<file path="src/rtl/i2c_slv_match_flags.sv">
module i2c_slv_match_flags #(
  parameter int PEC_W = 8
) (
  input  logic             clk,
  input  logic             rst_n,
  input  logic             periph_en,
  input  logic             arp_en,
  input  logic             host_sel,
  input  logic             pec_en,
  input  logic             hit_primary,
  input  logic             hit_secondary,
  input  logic             hit_default,
  input  logic             hit_host,
  input  logic             stop_det,
  input  logic             rstart_det,
  input  logic [PEC_W-1:0] pec_val,
  output logic [15:0]      status
);

  localparam int PEC_LSB = 8;
  localparam int PAD_W   = 16 - PEC_LSB - PEC_W;

  logic flush;
  logic dflt_q, host_q, sec_q;

  assign flush = stop_det | rstart_det | ~periph_en;

  always_ff @(posedge clk or negedge rst_n) begin
    if (!rst_n) begin
      dflt_q <= 1'b0;
      host_q <= 1'b0;
      sec_q  <= 1'b0;
    end else if (flush) begin
      dflt_q <= 1'b0;
      host_q <= 1'b0;
      sec_q  <= 1'b0;
    end else begin
      if (hit_default && arp_en)             dflt_q <= 1'b1;
      if (hit_host && arp_en && host_sel)    host_q <= 1'b1;
      if (hit_secondary)                     sec_q  <= 1'b1;
      else if (hit_primary)                  sec_q  <= 1'b0;
    end
  end

  logic [PEC_W-1:0] pec_shown;
  assign pec_shown = pec_en ? pec_val : '0;

  generate
    if (PAD_W > 0) begin : g_pad
      assign status[15 -: PAD_W] = '0;
    end
  endgenerate

  assign status[PEC_LSB +: PEC_W] = pec_shown;
  assign status[7:5] = {sec_q, host_q, dflt_q};
  assign status[4:0] = 5'b0;


  clear_wins_chk: assert property (@(posedge clk) disable iff (!rst_n)
    flush |=> status[7:5] == 3'b000);


  dflt_src_chk: assert property (@(posedge clk) disable iff (!rst_n)
    $rose(status[5]) |-> $past(hit_default && arp_en));


  host_src_chk: assert property (@(posedge clk) disable iff (!rst_n)
    $rose(status[6]) |-> $past(hit_host && arp_en && host_sel));


  sec_set_chk: assert property (@(posedge clk) disable iff (!rst_n)
    (!flush && hit_secondary) |=> status[7]);


  sticky_chk: assert property (@(posedge clk) disable iff (!rst_n)
    (!flush && !hit_default && !hit_host && !hit_secondary && !hit_primary)
      |=> $stable(status[7:5]));

endmodule

</file>
<file path="config.mk">
export PLATFORM = sky130hd
export DESIGN_NAME = i2c_slv_match_flags
export DESIGN_NICKNAME = d
export VERILOG_FILES = /design/src/rtl/i2c_slv_match_flags.sv
export SDC_FILE = /design/constraint.sdc
export NUM_CORES = 1
export LEC_CHECK = 0
export BUFFER_PORTS_ARGS = -buffer_cell sky130_fd_sc_hd__buf_4
export CORE_AREA = 4 4 41 43
export DETAILED_ROUTE_END_ITERATION = 10
export DIE_AREA = 0 0 45 47
export PLACE_DENSITY_LB_ADDON = 0.25
export SYNTH_ARGS = -nofsm -noshare
export SYNTH_HDL_FRONTEND = slang
export SYNTH_SLANG_ARGS = --single-unit
</file>
<file path="constraint.sdc">
create_clock -name clk -period 1 [get_ports clk]
set_input_delay 0.1 -clock clk [delete_from_list [all_inputs] [get_ports clk]]
set_output_delay 0.1 -clock clk [all_outputs]
set_load 0.05 [all_outputs]
</file>
# Yosys cells after proc, flatten, opt, wreduce, memory -nomap -nowiden
# Cells that the tools add are included.
[totals]
mem_bits_rw = 0
rom_bits = 0
n_memories = 0
elab_cells = 20
ff_bits = 3
output_inout_bits = 16
latch_bits = 0
input_bits = 20
[classes]
n_div = 0
n_bitwise = 3
n_lt_le_gt_ge = 0
mul = 0
shift = 0
muxes = 8
n_eq_ne = 0
n_addsub = 0
n_reduce_logical = 6
[op_table]
columns = ["cell", "count"]
rows = [
  ["two-way mux 8 bit", 1],
  ["two-way mux 1 bit", 7],
  ["nonzero test 2 bit", 2],
  ["logical AND 1 bit", 3],
  ["nonzero test 3 bit", 1],
  ["OR 1 bit", 2],
  ["NOT 1 bit", 1],
]

# Depth between registers and ports, before layout
# Gate-level depths: netlist of the first run.
[depth]
word_depth = 4
mapped_depth = 2
depth_no_buf = 2

# Worst setup path after synthesis of the first run
# No wires, ideal clock.
[synth_path]
path_type = "input-to-reg"
startpoint = "in rstart_det"
endpoint = "reg sec_q"
arrival_time_ns = 0.581
t_required_ns = 0.927
path_slack_ns = 0.346
setup_time_ns = 0.073
n_path_buf = 0
path_stages = 2
path_cell_list = "or3b_4 > a21oi_2"
[synth_between]
elab_chain_cells = 3
elab_cells_between_ends = 4
classes_between = "mux: 1; bitwise: 2; reduce/logical: 1"
[synth_rtl]
columns = ["item", "line_no", "source"]
rows = [
  ["from (decl)", "15", "input logic rstart_det,"],
  ["OR 1 bit (*) (2 in series)", "26", "assign flush = stop_det | rstart_det | ~periph_en;"],
  ["nonzero test 3 bit (no line) or two-way mux 1 bit (tied branches)", "-", ""],
  ["to (signal assigned)", "32", "sec_q <= 1'b0;"],
  ["to (signal assigned)", "36", "sec_q <= 1'b0;"],
  ["to (signal assigned)", "40", "if (hit_secondary) sec_q <= 1'b1;"],
  ["to (decl)", "24", "logic dflt_q, host_q, sec_q;"],
]
# Mark *: on every way between the ends. The rest lies on a longest branch, timed or not.
# A chain may end at the register's enable or synchronous reset.

# Final worst setup path of the first run
[layout_path]
startpoint = "reg sec_q"
endpoint = "out status[7]"
[layout_rtl]
columns = ["item", "line_no", "source"]
rows = [
  ["to (decl)", "17", "output logic [15:0] status"],
]
# No word-level cell between the ends.

==> results of run 1 <==
[cells in the mapped netlist (all sizes together)]
cell type,number
and2,8
a21oi,2
inv,1
conb,1
or3b,1
a31oi,1
nand2b,1
nor2,2
dfrtp,3
buf,8
[worst min-delay path: stages]
cell and delay, ps:
buf_4 80, a21oi_1 50, nor2_1 70
[final timing paths]
| check | to | slack (ps) |
|---|---|---|
| worst max-delay path | status[7] | 100 |
| max in group asynchronous | sec_q | 710 |
| worst min register to register | dflt_q | 490 |
| worst max register to register | host_q | 300 |
| worst min-delay path | dflt_q | 110 |
| min in group asynchronous | host_q | 200 |
[where the power goes]
| part | switching, uW | total [uW] | leakage, uW | internal (uW) |
|---|---|---|---|---|
| registers | 1.26 | 126 | 0.0000415 | 124 |
| clock network | 61.2 | 211 | 0.0000150 | 149 |
| logic | 138 | 225 | 0.000206 | 86.8 |
| total | 200 | 561 | 0.000262 | 361 |
[cell families after synthesis]
kind of cell,count (synthesis)
flip-flops,3
AND/OR/NAND/NOR,12
AO/OA/AOI/OAI,3
other,1
buffers and inverters,9
[metal layers]
| metal | vias up | GRT usage | wire length (microns) |
|---|---|---|---|
| li1 | 135 | - | - |
| met1 | 108 | 0.0711 | 230 |
| met2 | 29 | 0.0904 | 273 |
| met3 | 2 | 0.0651 | 181 |
| met4 | 0 | 0.0702 | 12 |
| met5 | - | 0 | 0 |
[per-stage QoR]
stage | std cells | hold slack [ps] | setup slack (ps) | power [uW] | util
final | 74 | 109 | 99.7 | 561 | 0.363
after global routing | 74 | 108 | 60.8 | 603 | 0.363
after CTS | 74 | 108 | 86.4 | 574 | 0.363
after detailed placement | 69 | -109 | 196 | 350 | 0.336
after global placement | 69 | -110 | 216 | 349 | 0.336
after floorplan | 32 | -196 | 346 | 277 | -
[state kept, by name (all words and copies together) (netlist names)]
| register | flops |
|---|---|
| host_q | 1 |
| dflt_q | 1 |
| sec_q | 1 |
[cell type report]
cell class | instances | area (sq um) | share of cell area
inverters | 1 | 3.75 | 0.00794
well taps | 15 | 18.8 | 0.0397
multi-input cells | 20 | 114 | 0.241
repair buffers | 31 | 235 | 0.497
flip-flops and latches | 3 | 75.1 | 0.159
clock buffers | 4 | 26.3 | 0.0556
==> run metrics, run 1 <==
largest net degree at the start of global routing 9; Post-Synth Simple-Gate Area 0.316; Routed WL 698 microns; Resized cells post-CTS 0; Hold Violations, Final 0; CP startpoint sec_q; most frequent cells in the layout buf_4, and2_1, conb_1; XOR/XNOR share of the synthesized area 0; vias per cell 3.70; GP Congestion 0.649; hold path depth 3; Die ar. 2120 sq um; hold_buf cts 1; I/O pins 36; WL/cell 9.43 microns; r2r startpoint host_q; final cycle utilization of the critical path 0.900; Rows 13; WP buf/inv 1; CTS buffer count 3; first-pass GRT wire length 1000 microns; hold crit path type primary input to flip-flop; slowest CP cell dfrtp_1; RSZ-0062 raised after global routing false; # fillers 160; logic depth of the worst path, buffers included 1; Synth top area share 0.316; CTS tree yes; syn avg cell area 8.49 sq um; vias in the first global route 228; Nets 80; synthesized instance count 28; skew final 0 ps; total number of vias 274; Arr. time, crit path 800 ps; initial DRC count 1; Post-CTS Setup Repair Bufs 0; Initial Utilization 0.183; die width 45 microns; Max Slew Vio Count 0; Area Overhead vs Synth 98.9%; CP Class flip-flop to output port; delay-heaviest family, CP flip-flops; n_diodes 0; Yosys Warn Count 0; mux share of post-synthesis cell area 0; clk slew on worst S/H paths 40 ps; PwrDens 1190 nW/um^2; antenna viol nets, final 0; Synth cell types 11; Std-Cell Core Area 1300 sq um; Req. time, crit path 900 ps; share of the yosys chip area belonging to registers 0.316; GRT Total Usage 0.0729; Root Buffer clkbuf_4; largest area contributor in the netlist dfrtp_1; Max-Cap Viols 0; # setup viols final 0; f_max 1110 MHz; Worst VDD drop 0.674 mV; worst skew pair latency 230 ps; antenna violations before repair 0; die height 47 microns; GRT overflow 0; P_leak 0.000262 uW; drt drc 0; dpl hpwl 606 microns; first drt pass iteration count 2; largest cells by area after synthesis dfrtp_1, buf_4, and2_1; Fin Setup TNS 0 ps; worst reg2reg path depth 2; mapped cell area 238 sq um; FF+latch count, synth 3; Synth Area in Adders 0; beginning of the worst hold path hit_default; DP Area 437 sq um; status finished, final reports clean; crit end category output port; CP max stage delay 380 ps; Clock Sinks 3; design area 473 sq um; Critical Path, Cell by Cell buf_4; layout cells sized above 1 0.593; commonest non-fill, non-tap cell in the layout buf_4; IO buf count 30; Compound-Gate Fraction of Synth Area 0.0842; crit-path max FO 2; main combinational cell family by area after synthesis simple AND/OR/NAND/NOR gates; min Tclk post-route 900 ps; H-Tree Level Count 1; Longest Clk Path Bufs 2; startpoint types flip-flop
No activity file was read; power rests on OpenSTA's default activity.
==> run 2, diff against run 1 <==
ABC_CLOCK_PERIOD_IN_PS = 1000   (was default)
CTS_BUF_LIST = sky130_fd_sc_hd__clkbuf_8   (was default)
PLACE_DENSITY_LB_ADDON = default   (was 0.25)
==> run 2 against run 1 <==
  * Critical path depth did not move
  * Design area grew 4.0%
  * Hold slack better by 19 ps
  * Combinational power is essentially flat
  * Total power grew 24%
  * Sequential power hardly changed
  * Final cell count unchanged
==> run metrics, run 2 (synthesized netlist as in run 1, its figures left out) <==
status finished, final reports clean; Worst VDD drop 0.430 mV (-36%); DP Area 437 sq um (unchanged); PnR worst setup slack 120 ps (+20.1 ps); vias in the first global route 268 (+18%); vias per cell 3.81 (+2.9%); Cells after DPL 69 (unchanged); delay-heaviest family, CP flip-flops; I/O pins 36 (unchanged); Resized cells post-CTS 0 (unchanged); Req. time, crit path 900 ps (about the same); Max-Cap Viols 0 (unchanged); Critical Path, Cell by Cell buf_4; internal power 473 uW (+31%); n_diodes 0 (unchanged); Sequential Power Share 0.181 (-0.043); Die ar. 2120 sq um (unchanged); layout cells sized above 1 0.593 (unchanged); Finished Layout Cells 74 (unchanged); most frequent cells in the layout buf_4, and2_1, conb_1; Post-CTS Setup Repair Bufs 0 (unchanged); skew final 0 ps (unchanged); startpoint types flip-flop; Area Overhead vs Synth 107%; PwrDens 1420 nW/um^2 (+19%); hold crit path type primary input to flip-flop; H-Tree Level Count 1 (unchanged); die height 47 microns (unchanged); Sw Share 0.320 (-0.0370); total number of vias 282 (+2.9%); Std-Cell Core Area 1300 sq um (unchanged); first-pass GRT wire length 1150 microns (+14%); RSZ-0062 raised after global routing false; combinational share of power 0.324 (-0.077); Rows 13 (unchanged); GRT overflow 0 (unchanged); WP buf/inv 1 (unchanged); final cycle utilization of the critical path 0.880 (-0.0201); CTS tree yes; initial DRC count 1 (unchanged); die width 45 microns (unchanged); Fin Setup TNS 0 ps (unchanged); GP Congestion 0.581 (-10%); Nets 80 (unchanged); worst skew pair latency 210 ps (-20 ps); first drt pass iteration count 2 (unchanged); min Tclk post-route 880 ps (-20.1 ps); Arr. time, crit path 780 ps (-20 ps); Sw Pwr 223 uW (+11%); Max Slew Vio Count 0 (unchanged); Hold Violations, Final 0 (unchanged); dpl hpwl 663 microns (+9.4%); # setup viols final 0 (unchanged); antenna violations before repair 0 (unchanged); Longest Clk Path Bufs 2 (unchanged); crit end category output port; GRT Total Usage 0.0791 (+0.00621); clk slew on worst S/H paths 30 ps (about the same); largest net degree at the start of global routing 9 (unchanged); WL/cell 10.3 microns (+9.5%); Initial Utilization 0.183 (unchanged); drt drc 0 (unchanged); DP Worst Slack 200 ps (+3.83 ps); commonest non-fill, non-tap cell in the layout buf_4; f_max 1140 MHz (+2.3%); CP Class flip-flop to output port; Clock power frac 0.496 (+0.121); IO buf count 30 (unchanged); design area 492 sq um (+4.0%); crit-path max FO 2 (unchanged); antenna viol nets, final 0 (unchanged); Clock Sinks 3 (unchanged); P_leak 0.000274 uW (+4.5%); Tot Pwr 696 uW (+24%); CTS buffer count 3 (unchanged); Top Registers dflt_q: 1 flops, host_q: 1 flops, sec_q: 1 flops; CP max stage delay 370 ps (about the same); slowest CP cell dfrtp_1; Routed WL 764 microns (+9.5%); Root Buffer clkbuf_8
-- run 2: cell count changes in the layout (fill, tap and decap cells not counted), sizes merged --
| cell | delta |
|---|---|
| inv | +1 |
| clkbuf | -1 |
-- run 2: path summary, 6_finish.rpt --
| kind | start | end | slack [ps] | cells after the start |
|---|---|---|---|---|
| max | sec_q | status[7] | 120 | 1 |
| min | hit_secondary | sec_q | 130 | 3 |
| max reg2reg | host_q | host_q | 290 | 2 |
| min reg2reg | dflt_q | dflt_q | 500 | 2 |
| max in group asynchronous | rst_n | host_q | 670 | 2 |
| min in group asynchronous | rst_n | sec_q | 230 | 2 |
-- run 2: power groups by stage --
stage                     clock network [uW]  registers, uW  logic (uW)
final                                    345            126         225
after CTS                                349            126         227
after detailed placement                   0            127         223
after floorplan                            0            127         151
after global routing                     362            126         239
after global placement                     0            127         222
-- run 2: layer usage --
metal,vias to the layer above,global-route usage,share of wire
li1,135,-,-
met1,113,0.0776,0.28
met2,32,0.113,0.40
met3,2,0.0651,0.29
met4,0,0.0526,0.016
met5,-,0,0
-- run 2: final cells by class --
type,instances,area (sq um)
multi-input combinational,20,114
tap,15,18.8
clock buffer,3,41.3
clock inverter,1,3.75
timing repair buffer,31,235
inverter,1,3.75
fill,151,810
sequential,3,75.1
-- run 2: repair_timing --
item	4_1_cts	5_1_grt
setup endpoints to repair	0	0
hold buffers	1	0
hold endpoints to repair	3	0
-- run 2: stage by stage --
stage / hold WS (ps) / utilization
floorplan: -196 / -
global placement: -110 / 0.336
detailed placement: -107 / 0.336
CTS: 132 / 0.378
global route: 148 / 0.378
finish: 128 / 0.378
